[src/rtl/mont_mul_pkg.sv]
package mont_mul_pkg;

  typedef enum logic [1:0] {
    PH_AB = 2'd0,
    PH_Q  = 2'd1,
    PH_QN = 2'd2
  } phase_t;

  // strobes from sequencer to datapath
  typedef struct packed {
    logic   load;       // operation accepted this cycle
    logic   mulEn;      // one multiply-accumulate step
    phase_t phase;      // which product is being built
    logic   rowFirst;   // row 0: accumulator reads as zero
    logic   colFirst;   // column 0: MAC carry reads as zero
    logic   carryStep;  // extra column storing the row carry
    logic   addEn;      // one word of the add/subtract pass
    logic   finish;     // select and register the result
  } strobe_t;

endpackage

[src/rtl/mont_mul_ctrl.sv]
module mont_mul_ctrl
  import mont_mul_pkg::*;
#(
  parameter int NW = 4,
  localparam int QW = $clog2(NW),
  localparam int IW = $clog2(NW + 1),
  localparam int KW = $clog2(2 * NW)
) (
  input  logic          clk,
  input  logic          rstN,
  input  logic          start,
  input  logic          reduceOnly,
  output strobe_t       st,
  output logic [QW-1:0] rowI,
  output logic [IW-1:0] colJ,
  output logic [KW-1:0] wordK,
  output logic          busy,
  output logic          done
);

  localparam logic [QW-1:0] LAST_ROW  = QW'(NW - 1);
  localparam logic [IW-1:0] CARRY_COL = IW'(NW);
  localparam logic [KW-1:0] LAST_WORD = KW'(2 * NW - 1);

  typedef enum logic [1:0] {S_IDLE, S_MUL, S_ADD, S_FIN} state_t;
  state_t state;
  phase_t phase;

  always_comb begin
    st.load      = (state == S_IDLE) && start;
    st.mulEn     = (state == S_MUL);
    st.phase     = phase;
    st.rowFirst  = (rowI == '0);
    st.colFirst  = (colJ == '0);
    st.carryStep = (colJ == CARRY_COL);
    st.addEn     = (state == S_ADD);
    st.finish    = (state == S_FIN);
  end

  assign busy = (state != S_IDLE);

  always_ff @(posedge clk) begin
    if (!rstN) begin
      state <= S_IDLE;
      phase <= PH_AB;
      rowI  <= '0;
      colJ  <= '0;
      wordK <= '0;
      done  <= 1'b0;
    end else begin
      done <= 1'b0;
      unique case (state)
        S_IDLE: if (start) begin
          phase <= reduceOnly ? PH_Q : PH_AB;
          rowI  <= '0;
          colJ  <= '0;
          state <= S_MUL;
        end
        S_MUL: begin
          if (colJ == CARRY_COL) begin
            colJ <= '0;
            if (rowI == LAST_ROW) begin
              rowI <= '0;
              if (phase == PH_QN) begin
                wordK <= '0;
                state <= S_ADD;
              end else begin
                phase <= phase_t'(phase + 2'd1);
              end
            end else begin
              rowI <= rowI + 1'b1;
            end
          end else begin
            colJ <= colJ + 1'b1;
          end
        end
        S_ADD: begin
          if (wordK == LAST_WORD) state <= S_FIN;
          else wordK <= wordK + 1'b1;
        end
        default: begin
          state <= S_IDLE;
          done  <= 1'b1;
        end
      endcase
    end
  end

  assert_done_single_R3: assert property (@(posedge clk) disable iff (!rstN)
    done |=> !done);
  assert_done_idle_R3: assert property (@(posedge clk) disable iff (!rstN)
    done |-> !busy);
  assert_busy_held_R4: assert property (@(posedge clk) disable iff (!rstN)
    (busy && !st.finish) |=> busy);

endmodule

[src/rtl/mont_mul_dp.sv]
module mont_mul_dp
  import mont_mul_pkg::*;
#(
  parameter int W  = 8,
  parameter int NW = 4,
  localparam int QW = $clog2(NW),
  localparam int IW = $clog2(NW + 1),
  localparam int KW = $clog2(2 * NW)
) (
  input  logic                   clk,
  input  logic                   rstN,
  input  strobe_t                st,
  input  logic [QW-1:0]          rowI,
  input  logic [IW-1:0]          colJ,
  input  logic [KW-1:0]          wordK,
  input  logic                   busy,
  input  logic                   reduceOnly,
  input  logic                   wrEn,
  input  logic [1:0]             wrSel,
  input  logic [KW-1:0]          wrAddr,
  input  logic [W-1:0]           wrData,
  output logic [NW-1:0][W-1:0]   result
);

  localparam logic [KW-1:0] NW_K = KW'(NW);

  logic [2*NW-1:0][W-1:0] aMem, abMem, qnMem;
  logic [NW-1:0][W-1:0]   bMem, nMem, ncMem, qMem, sHi, snHi;
  logic                   modeReg, cS, bS;
  logic [W-1:0]           macCarry;

  // multiply-accumulate operand selection
  logic [KW-1:0]  idx;
  logic [W-1:0]   xW, yW, accIn, cIn, abY;
  logic [2*W-1:0] macOut;

  always_comb begin
    idx = KW'(rowI) + KW'(colJ);
    abY = modeReg ? aMem[KW'(colJ)] : abMem[KW'(colJ)];
    unique case (st.phase)
      PH_AB:   xW = aMem[KW'(rowI)];
      PH_Q:    xW = ncMem[rowI];
      default: xW = qMem[rowI];
    endcase
    if (st.carryStep) yW = '0;
    else begin
      unique case (st.phase)
        PH_AB:   yW = bMem[colJ[QW-1:0]];
        PH_Q:    yW = abY;
        default: yW = nMem[colJ[QW-1:0]];
      endcase
    end
    if (st.rowFirst || st.carryStep) accIn = '0;
    else begin
      unique case (st.phase)
        PH_AB:   accIn = abMem[idx];
        PH_Q:    accIn = (idx < NW_K) ? qMem[idx[QW-1:0]] : '0;
        default: accIn = qnMem[idx];
      endcase
    end
    cIn    = st.colFirst ? '0 : macCarry;
    macOut = (2*W)'(accIn) + (2*W)'(cIn) + (2*W)'(xW) * (2*W)'(yW);
  end

  // combined add / subtract word step
  logic [QW-1:0] hiK;
  logic [W-1:0]  abK, nSub;
  logic [W:0]    sumW, diffW;

  always_comb begin
    hiK   = QW'(wordK - NW_K);
    abK   = modeReg ? aMem[wordK] : abMem[wordK];
    nSub  = (wordK >= NW_K) ? nMem[hiK] : '0;
    sumW  = (W+1)'(abK) + (W+1)'(qnMem[wordK]) + (W+1)'(cS);
    diffW = (W+1)'(sumW[W-1:0]) - (W+1)'(nSub) - (W+1)'(bS);
  end

  always_ff @(posedge clk) begin
    if (!rstN) begin
      aMem <= '0; abMem <= '0; qnMem <= '0;
      bMem <= '0; nMem <= '0; ncMem <= '0; qMem <= '0;
      sHi <= '0; snHi <= '0; result <= '0;
      modeReg <= 1'b0; cS <= 1'b0; bS <= 1'b0; macCarry <= '0;
    end else begin
      if (wrEn && !busy) begin
        unique case (wrSel)
          2'd0: aMem[wrAddr] <= wrData;
          2'd1: if (wrAddr < NW_K) bMem[wrAddr[QW-1:0]] <= wrData;
          2'd2: if (wrAddr < NW_K) nMem[wrAddr[QW-1:0]] <= wrData;
          default: if (wrAddr < NW_K) ncMem[wrAddr[QW-1:0]] <= wrData;
        endcase
      end
      if (st.load) begin
        modeReg <= reduceOnly;
        cS <= 1'b0;
        bS <= 1'b0;
      end
      if (st.mulEn) begin
        macCarry <= macOut[2*W-1:W];
        unique case (st.phase)
          PH_AB:   abMem[idx] <= macOut[W-1:0];
          PH_Q:    if (idx < NW_K) qMem[idx[QW-1:0]] <= macOut[W-1:0];
          default: qnMem[idx] <= macOut[W-1:0];
        endcase
      end
      if (st.addEn) begin
        cS <= sumW[W];
        bS <= diffW[W];
        if (wordK >= NW_K) begin
          sHi[hiK]  <= sumW[W-1:0];
          snHi[hiK] <= diffW[W-1:0];
        end
      end
      if (st.finish) result <= (bS && !cS) ? sHi : snHi;
    end
  end

  assert_flags_clear_R8: assert property (@(posedge clk) disable iff (!rstN)
    (st.addEn && wordK == '0) |-> (!cS && !bS));
  assert_fully_reduced_R7: assert property (@(posedge clk) disable iff (!rstN)
    st.finish |=> (result < nMem));
  assert_operands_locked_R4: assert property (@(posedge clk) disable iff (!rstN)
    busy |=> ($stable(nMem) && $stable(ncMem) && $stable(aMem) && $stable(bMem)));
  assert_result_held_R5: assert property (@(posedge clk) disable iff (!rstN)
    !st.finish |=> $stable(result));

endmodule

[src/rtl/mont_mul.sv]
module mont_mul
  import mont_mul_pkg::*;
#(
  parameter int W  = 8,
  parameter int NW = 4,
  localparam int QW = $clog2(NW),
  localparam int IW = $clog2(NW + 1),
  localparam int KW = $clog2(2 * NW)
) (
  input  logic            clk,
  input  logic            rstN,
  input  logic            wrEn,
  input  logic [1:0]      wrSel,
  input  logic [KW-1:0]   wrAddr,
  input  logic [W-1:0]    wrData,
  input  logic            start,
  input  logic            reduceOnly,
  output logic            busy,
  output logic            done,
  output logic [NW*W-1:0] result
);

  strobe_t              st;
  logic [QW-1:0]        rowI;
  logic [IW-1:0]        colJ;
  logic [KW-1:0]        wordK;
  logic [NW-1:0][W-1:0] resWords;

  mont_mul_ctrl #(.NW(NW)) ctrl (
    .clk(clk), .rstN(rstN), .start(start), .reduceOnly(reduceOnly),
    .st(st), .rowI(rowI), .colJ(colJ), .wordK(wordK),
    .busy(busy), .done(done)
  );

  mont_mul_dp #(.W(W), .NW(NW)) dp (
    .clk(clk), .rstN(rstN), .st(st), .rowI(rowI), .colJ(colJ), .wordK(wordK),
    .busy(busy), .reduceOnly(reduceOnly), .wrEn(wrEn), .wrSel(wrSel),
    .wrAddr(wrAddr), .wrData(wrData), .result(resWords)
  );

  assign result = resWords;

endmodule

[config.mk]
export PLATFORM = sky130hd
export DESIGN_NAME = mont_mul
export DESIGN_NICKNAME = d
export VERILOG_FILES = /design/src/rtl/mont_mul_pkg.sv /design/src/rtl/mont_mul_ctrl.sv /design/src/rtl/mont_mul_dp.sv /design/src/rtl/mont_mul.sv
export SDC_FILE = /design/constraint.sdc
export NUM_CORES = 1
export LEC_CHECK = 0
export BUFFER_PORTS_ARGS = -buffer_cell sky130_fd_sc_hd__buf_2
export CAP_MARGIN = 20
export CORE_MARGIN = 10
export CORE_UTILIZATION = 58
export CTS_CLUSTER_SIZE = 8
export DETAILED_ROUTE_END_ITERATION = 10
export PLACE_DENSITY = 0.8
export SLEW_MARGIN = 20
export SYNTH_ARGS = -nofsm -noshare
export SYNTH_HDL_FRONTEND = slang
export SYNTH_SLANG_ARGS = --single-unit
[constraint.sdc]
create_clock -name clk -period 10.66 [get_ports clk]
set_input_delay 1.066 -clock clk [delete_from_list [all_inputs] [get_ports clk]]
set_output_delay 1.066 -clock clk [all_outputs]
set_load 0.005 [all_outputs]
# Yosys cells after proc, flatten, opt, wreduce, memory -nomap -nowiden
# Cells that the tools add are included.
# W data, S select, Z words.
[word_totals]
register_bits = 440
latchBits = 0
ramBits = 0
romBits = 0
in_bits = 18
word_cells = 234
memories = 0
[classes]
add_sub_neg = 12
n_mul = 1
div_mod_pow = 0
n_lt_le_gt_ge = 18
eq_ne = 17
shifts = 0
muxes = 86
n_bitwise = 2
reduce_logical = 36
[ops]
columns = ["op", "n"]
rows = [
  ["$mux W8", 26],
  ["$bwmux W32", 6],
  ["$bwmux W64", 3],
  ["$bmux W8 S3", 7],
  ["$bmux W8 S2", 7],
  ["$demux W8 S2", 3],
  ["$demux W8 S3", 2],
  ["$pmux W8 S2", 3],
  ["$mux W32", 1],
  ["$mux W2", 12],
  ["$add A8 B8 Y9", 2],
  ["$mux W3", 6],
  ["$add A16 B16 Y16", 1],
  ["$lt A3 B4 Y1 const B", 4],
  ["$mul A8 B8 Y16", 1],
  ["$lt A2 B3 Y1 const B", 5],
  ["$reduce_and A3 Y1", 5],
  ["$reduce_and A5 Y1", 3],
  ["$ne A2 B2 Y1 const B", 6],
  ["$pmux W3 S2", 2],
  ["$eq A2 B2 Y1 const B", 5],
  ["$reduce_and A2 Y1", 5],
  ["$add A9 B1 Y9", 1],
  ["$sub A8 B8 Y9", 1],
  ["other kinds (25)", 55],
]

# Depth between registers and ports, before layout
# Gate-level depths: netlist of the first run.
[depth]
ltp_word = 9
mapped_depth = 34
depth_no_buf = 31

# By module
# From an unflattened synthesis of the first run, not the netlist that was laid out.
[hier_totals]
cells_unflattened = 2527
hier_area_um2 = 25204.2
[modules_own_cells]
columns = ["mod", "instances", "cells_per_inst", "area_per_inst_um2", "seq_area_each_um2"]
rows = [
  ["mont_mul_dp", 1, 2434, 24372.1, 8548.2],
  ["mont_mul_ctrl", 1, 93, 832.0, 260.2],
]

# Least setup slack after synthesis of the first run
# No wires, ideal clock.
[synth_path]
path_type = "reg2reg"
startpoint = "reg ctrl.rowI[1]"
endpoint = "reg dp.macCarry[5]"
arrival_ns = 7.240
setup_slack_ns = 3.297
stages_incl_launch_ff = 35
n_path_buf = 4
synth_period_minus_slack_ns = 7.363
path_cell_list = "dfxtp_1 > buf_2 > buf_2 > inv_1 > fa_1 > buf_2 > buf_1 > mux4_2 > nand2_1 > nand2_1 > a22oi_1 > a21oi_1 > ha_1 > inv_1 > fa_1 > nor2b_1 > o21ai_0 > a21oi_1 > o21ai_0 > nand2b_1 > xnor2_1 > fa_1 > fa_1 > inv_1 > fa_1 > inv_1 > fa_1 > inv_1 > ha_1 > o21a_1 > o31a_1 > o31a_1 > a211oi_1 > xor2_1 > o21ai_0"
[synth_between]
elab_chain_len = 8
[synth_lines]
columns = ["item", "line_no", "text"]
rows = [
  ["start: declaration", "mont_mul_ctrl.sv:14", "output logic [QW-1:0] rowI,"],
  ["start signal: assignment", "mont_mul_ctrl.sv:71", "rowI <= rowI + 1'b1;"],
  ["parallel branches: the longest is 7 deep, another holds $mul A8 B8 Y16", "-", ""],
  ["$add A16 B16 Y16 *", "mont_mul_dp.sv:62", "macOut = (2*W)'(accIn) + (2*W)'(cIn) + (2*W)'(xW) * (2*W)'(yW);"],
  ["end signal: assignment", "mont_mul_dp.sv:99", "macCarry <= macOut[2*W-1:W];"],
  ["end: declaration", "mont_mul_dp.sv:30", "logic [W-1:0] macCarry;"],
]
# Mark *: on every way between the ends. The select of a mux whose other input is x is not followed.
# A chain may end at the register's enable or synchronous reset.

# Worst setup path in the final report of the first run
[layout_path]
startpoint = "reg ctrl.rowI[0]"
endpoint = "reg dp.macCarry[7]"
# The elaborated chain is that of the path after synthesis.

==> impl_metrics.csv, run 1 <==
group,metric,value,unit
worst_hold_path,min_delay_worst_endpoint,"dp.macCarry[5]",
yosys,netlist.top_cell.by_area,"dfxtp_1",
cts,clock_h_tree_levels,2,
sta,hold_viol_final,0,
routing,wirelength,70300,um
yosys,yosysTopAreaCellShare,33.6,%
global_routing,globalRouteTotalUtil,25.7,%
critical_path,setup.reg_to_reg.worst_slack,2.11,ns
routing,remaining_drc_errors,0,
cts,numClockSinks,440,
yosys,mappedNetlistNets,2752,
routing,first_pass_iters,6,
finish,synthToLayoutAreaGrowth,7.93,%
die,overall_die_width,232,um
critical_path,cp.arrival,9.06,ns
yosys,synth_cell_types,61,
sta,rsz_0062_raised_after_global_routing,"false",
worst_hold_path,worst_hold_path.num_cells,2,
finish,n_antenna_cell,0,
pwr,p_leak,11.0,nW
sta,finClkSkew,0.0190,ns
finish,finish.net_count,2698,
critical_path,cpMaxStageDelayCell,"fa_2",
global_routing,globalRoute.totalOverflow,0,
critical_path,worstRegToRegCells,29,
yosys,postSynthCellCount,2601,
sta,finalCritPeriodShare,80.2,%
worst_hold_path,hold_path_class,"register to register",
cts,path_clk_slew,0.05,ns
die,design.die.area,54000,um2
yosys,postSynth.topFlopCell,"dfxtp_1",
yosys,yosys-top-cells-count,"440 x dfxtp_1, 356 x mux2i_1, 339 x nand2_1",
yosys,leading_post_synthesis_cells_by_cell_area,"dfxtp_1 34%, mux2i_1 14%, mux4_2 12%, nor2b_1 6.9%, nand2_1 4.9%",
routing,detail_route.iter0.violations,2026,
yosys,yosysSeqAreaShare,33.6,%
cts,cts_tree,"done",
routing,avgRoutedWirePerCell,22.3,um
cts,cts-hold-fix-buffers,0,
finish,drive_above_1_share,13.8,%
global_routing,grt_start_max_net_pins,215,
pwr,power.density_cell_area,143,nW/um2
worst_hold_path,hp-start,"dp.macCarry[5]",
yosys,syn-mean-instance-area,10.1,um2
sta,hold_slack,0.453,ns
critical_path,worstSetupEndpointType,"register",
yosys,postSynth.asyncResetShare,0,%
place,gp_congestion,0.921,
sta,maxClockFrequency,117,MHz
sta,totalNegativeSetupSlack,0,ns
pwr,power.ir.vdd_worst,162,uV
critical_path,worst_r2r_startpoint,"ctrl.rowI[0]",
cts,cts_made_buffers,61,
die,floorplan.io_pins,52,
flow_run,maxCapViolations,0,
finish,final_core_utilization,63.6,%
sta,slew_headroom,23.3,%
sta,finalWorstSetupSlack,2.11,ns
sta,timing_worst_slew_pin_value,1.15,ns
die,coreArea,44400,um2
global_routing,antenna_found_initial,0,
place,dp_hpwl,47700,um
finish,fillCellCount,3411,
critical_path,worst_path_most_repeated_cell,"inv_1",
critical_path,setup.worst_path.start_class,"register",
critical_path,timing.rr.end,"dp.macCarry[7]",
place,port_buffers,51,
cts,cts_repair_resize_count,0,
run_status,status,"completed",
die,initial_core_util,58.9,%
critical_path,critPathMaxStageDelay,0.99,ns
global_routing,grt_pass1_vias,19800,
cts,postCtsSetupBuffers,0,
cts,clk-insertion-delay-late,0.63,ns
yosys,syn_area,26200,um2
cts,clockRootBuffer,"clkbuf_16",
routing,postRouteAntennaNets,0,
critical_path,worst-setup-path-type,"register to register",
sta,finalSetupViolCount,0,
routing,via_count,19800,
sta,final-max-slew-violation-count,0,
die,floorplan.die.height,232,um
place,place_ws,2.12,ns
die,rows,77,
routing,vias_per_instance,6.31,
cts,cts-root-to-sink-buffers,3,
critical_path,critical_path.max_fanout,29,
pwr,totalPowerFinal,4.05,mW
yosys,number_of_flip_flops_and_latches_in_the_synthesized_netlist,440,
yosys,yosys_warnings,0,
yosys,leading_cell_type_by_number_of_instances_after_synthesis,"dfxtp_1",
yosys,synth_edf_count,0,
global_routing,grt_first_pass_wirelength,111000,um
sta,timing.final.crit_period,8.55,ns
critical_path,cp_data_required_time,11.17,ns
## worst max-delay path, delay by kind of cell (launching register included)
family | cells | cell delay, ns
fa+ha+maj | 8 | 3.85
compound gates | 9 | 1.91
buf+inv | 7 | 1.15
mux | 1 | 0.54
simple gates | 3 | 0.40
flops | 1 | 0.31
xor+xnor | 1 | 0.24
## how the worst max path moves through the flow
| stage | startpoint | to | slack, ns |
|---|---|---|---|
| final | ctrl.rowI[0] | dp.macCarry[7] | 2.11 |
| after global routing | ctrl.rowI[0] | dp.macCarry[7] | 1.57 |
| after CTS | ctrl.rowI[0] | dp.macCarry[7] | 2.10 |
| after detailed placement | ctrl.rowI[0] | dp.macCarry[7] | 2.12 |
| after global placement | ctrl.rowI[0] | dp.macCarry[7] | 2.29 |
| after floorplan | ctrl.rowI[1] | dp.macCarry[5] | 3.30 |
## power breakdown
| group | total [mW] | leakage, nW | switching, mW | internal, mW |
|---|---|---|---|---|
| registers | 1.73 | 3.55 | 0.0460 | 1.68 |
| clock network | 1.74 | 0.806 | 0.691 | 1.05 |
| logic | 0.588 | 6.60 | 0.373 | 0.214 |
## metrics by stage
stage / instance area, um2 / cells
global placement: 26600 / 3075
floorplan: 26200 / 2601
finish: 28300 / 3146
global route: 28300 / 3146
CTS: 28200 / 3145
detailed placement: 26600 / 3075
## registers in the layout, indices dropped and copies added (netlist names), 32 cells and up
register / cells
dp.aMem: 64
dp.abMem: 64
dp.qnMem: 64
dp.bMem: 32
dp.nMem: 32
dp.ncMem: 32
dp.qMem: 32
dp.result: 32
dp.sHi: 32
dp.snHi: 32
## layout by cell type, fill, tap and decap left out, types with 43 or more instances in the layout
master and count:
a22oi_1 49, buf_2 50, o21ai_0 52, fa_1 50, dfxtp_1 436, clkbuf_16 62
ha_1 80, nand2_1 339, nand3_1 53, inv_1 102, and2_1 43, mux4_2 144
mux2i_1 356, a21boi_0 69, a21oi_1 52, o211a_1 61, nor2b_1 289
## area by class of cell
class | instances | area (um2) | area share (%)
clock inverters | 3 | 68.8 | 0.244
inverters | 102 | 383 | 1.35
clock buffers | 67 | 1580 | 5.59
multi-input cells | 1861 | 16200 | 57.2
well taps | 592 | 741 | 2.62
repair buffers | 81 | 510 | 1.81
flip-flops and latches | 440 | 8820 | 31.2
## cell families after synthesis
kind of cell / share of synthesized area [%]
AOI/OAI and AO/OA: 9.15
xor gates and xnor gates: 0.932
adders and majority gates: 7.82
buffers and inverters: 4.81
DFF: 33.6
muxes: 26.3
and+or+nand+nor: 17.3
## metal layers
layer / routed length [um] / vias up / global-route usage, %
li1: - / 8983 / -
met1: 28400 / 9672 / 32.7
met2: 32800 / 979 / 41.6
met3: 6000 / 215 / 4.81
met4: 3170 / 0 / 12.1
met5: 0 / - / 0
Note: power is estimated with default switching activity, not from simulation.
==> inputs of run 2 (changes only) <==
--- a/config.mk
+++ b/config.mk
@@ -11,7 +11,7 @@
 export CORE_UTILIZATION = 58
 export CTS_CLUSTER_SIZE = 8
 export DETAILED_ROUTE_END_ITERATION = 10
-export PLACE_DENSITY = 0.8
+export PLACE_DENSITY = 0.82
 export SLEW_MARGIN = 20
 export SYNTH_ARGS = -nofsm -noshare
 export SYNTH_HDL_FRONTEND = slang
==> constraint.sdc (replaced) <==
create_clock -name clk -period 6.9 [get_ports clk]
set_input_delay 0.69 -clock clk [delete_from_list [all_inputs] [get_ports clk]]
set_output_delay 0.69 -clock clk [all_outputs]
set_load 0.005 [all_outputs]
==> run 2 against run 1 <==
Effect of this change:
- the flow now finishes with violations (setup timing)
- design area increased by 2.7%
- flip-flop and latch count unchanged
- clock power grew 52%
- core utilization rose by 1.7 points
- sequential power up 53%
- fmax is 24% higher
- largest power group is now sequential cells
- critical path type unchanged
- register-to-register slack got worse by 2.1 ns
- first-iteration DRC count grew 7.7%
- critical path depth increased by 1
- worst hold slack got worse by 0.10 ns
==> impl_metrics.csv, run 2 (synthesized netlist as in run 1, its figures left out) <==
group,metric,value,unit
routing,via_count,20300,
sta,timing_worst_slew_pin_value,1.12,ns
cts,clockRootBuffer,"clkbuf_16",
sta,rsz_0062_raised_after_global_routing,"true",
critical_path,worstSetupEndpointType,"register",
cts,cts_tree,"done",
worst_hold_path,worst_hold_path.num_cells,3,
place,port_buffers,51,
critical_path,cp_top_family,"adder cells",
critical_path,cpMaxStageDelayCell,"fa_2",
critical_path,worst-setup-path-type,"register to register",
cts,path_clk_slew,0.06,ns
die,coreArea,44400,um2
place,gp_congestion,0.954,
finish,synthToLayoutAreaGrowth,10.8,%
sta,maxClockFrequency,145,MHz
routing,wirelength,73100,um
sta,finalCritPeriodShare,100,%
critical_path,setup.worst_path.start_class,"register",
cts,clk-insertion-delay-late,0.64,ns
die,overall_die_width,232,um
global_routing,grt_pass1_vias,20400,
critical_path,cp.arrival,7.44,ns
run_status,status,"finished, violations left",
global_routing,globalRoute.totalOverflow,0,
finish,final_cell_mix,"436 x dfxtp_1, 353 x mux2i_1, 331 x nand2_1",
sta,finalWorstSetupSlack,-0.00882,ns
pwr,totalPowerFinal,6.26,mW
worst_hold_path,hold_path_class,"primary input to register",
flow_run,maxCapViolations,0,
cts,numClockSinks,440,
die,rows,77,
sta,final-max-slew-violation-count,0,
cts,cts_made_buffers,61,
pwr,p_leak,11.3,nW
finish,finish.net_count,2757,
critical_path,critPathMaxStageDelay,0.64,ns
routing,remaining_drc_errors,0,
pwr,power.density_cell_area,216,nW/um2
finish,drive_above_1_share,17.4,%
sta,timing.final.crit_period,6.91,ns
die,design.die.area,54000,um2
die,initial_core_util,58.9,%
routing,vias_per_instance,6.33,
critical_path,setup.reg_to_reg.worst_slack,-0.009,ns
pwr,power.ir.vdd_worst,195,uV
die,floorplan.io_pins,52,
critical_path,worstRegToRegCells,30,
critical_path,worst_r2r_startpoint,"ctrl.rowI[0]",
sta,totalNegativeSetupSlack,-0.0142,ns
finish,most_frequent_standard_cell_in_the_layout_excluding_fill_and_tap_cells,"dfxtp_1",
finish,largestRegisters,"dp.aMem (64), dp.abMem (64), dp.qnMem (64)",
critical_path,timing.rr.end,"dp.macCarry[3]",
sta,finClkSkew,0.0313,ns
worst_hold_path,min_delay_worst_endpoint,"dp.modeReg",
routing,detail_route.iter0.violations,2182,
cts,clock_h_tree_levels,2,
critical_path,critical_path.max_fanout,4,
global_routing,grt_start_max_net_pins,250,
sta,hold_viol_final,0,
worst_hold_path,hp-start,"reduceOnly",
die,floorplan.die.height,232,um
global_routing,antenna_found_initial,4,
global_routing,grt_first_pass_wirelength,114000,um
run_status,failed_checks,"setup timing",
routing,first_pass_iters,6,
critical_path,cp_data_required_time,7.43,ns
routing,postRouteAntennaNets,0,
critical_path,worstPathBufferInverterCount,8,
sta,slew_headroom,25.5,%
global_routing,globalRouteTotalUtil,26.6,%
sta,finalSetupViolCount,2,
place,dp_hpwl,50400,um
routing,avgRoutedWirePerCell,22.8,um
cts,cts-root-to-sink-buffers,3,
## run 2: cell count changes in the layout (fill, tap and decap cells not counted), moves of 4 or more
cell	previous run	this run
o21ai_0	52	44
buf_12	0	11
inv_1	102	96
nand2_1	339	331
ha_4	1	6
a21oi_1	52	44
inv_2	0	6
buf_4	29	76
ha_1	80	75
a21boi_1	2	6
a21boi_0	69	65
nand2_2	2	10
o21ai_1	0	6
a21oi_2	0	7
## run 2: layout make-up
type                            instances  area (um2)
Sequential cell                       440        8820
Tap cell                              592         741
Inverter                              102         383
Clock buffer                           64        1540
Antenna cell                            1        2.50
Multi-Input combinational cell       1861       16400
Clock inverter                          4        67.6
Fill cell                            3338       15400
Timing Repair Buffer                  140        1090
## run 2: worst reg2reg max path, delay by kind of cell, from the launching register on
family                   cells  cell delay [ns]
adder cells (fa/ha/maj)      8             3.18
XOR/XNOR                     2             0.43
AO/OA/AOI/OAI               10             1.69
multiplexers                 1             0.50
buffers and inverters        8             0.63
AND/OR/NAND/NOR              1             0.08
flip-flops                   1             0.35
## run 2: power breakdown
group / leakage (nW) / internal [mW] / switching [mW]
clock network: 0.785 / 1.55 / 1.09
registers: 3.55 / 2.60 / 0.0473
logic: 6.95 / 0.365 / 0.615
total: 11.3 / 4.51 / 1.75
## run 2: what timing repair did
item,in CTS,in global routing
cloned,1,0
hold buffers,0,0
gates resized for setup,19,44
setup buffers,2,6
pin swaps,28,25
endpoints found under the setup margin,26,26
## run 2: stage by stage
stage	cells	setup WS (ns)	hold WS (ns)	utilization (%)	cell area, um2
detailed placement	3127	-0.137	0.459	61.0	27100
finish	3204	-0.00882	0.350	65.3	29000
floorplan	2601	0.0200	0.417	-	26200
global route	3203	-0.190	0.348	65.3	29000
global placement	3127	-0.0381	0.452	61.0	27100
CTS	3197	0.00300	0.328	64.9	28800
## run 2: worst max-delay path by stage
stage                       startpoint        endpoint  slack, ns  depth (start not counted)
after global placement    ctrl.colJ[0]  dp.macCarry[7]      -0.04                         29
after floorplan           ctrl.rowI[1]  dp.macCarry[7]       0.02                         34
after global routing      ctrl.rowI[0]  dp.macCarry[3]      -0.19                         31
final                     ctrl.rowI[0]  dp.macCarry[3]     -0.009                         30
after CTS                 ctrl.rowI[0]  dp.macCarry[7]      0.003                         28
after detailed placement  ctrl.colJ[0]  dp.macCarry[7]      -0.14                         29
## run 2: routing by layer
| layer | wire length (um) | up-vias | GRT usage, % |
|---|---|---|---|
| met2 | 34100 | 1015 | 42.9 |
| met1 | 29000 | 9930 | 33.4 |
| met5 | 35 | - | 0 |
| met4 | 3750 | 6 | 14.1 |
| met3 | 6190 | 248 | 5.10 |
| li1 | - | 9083 | - |
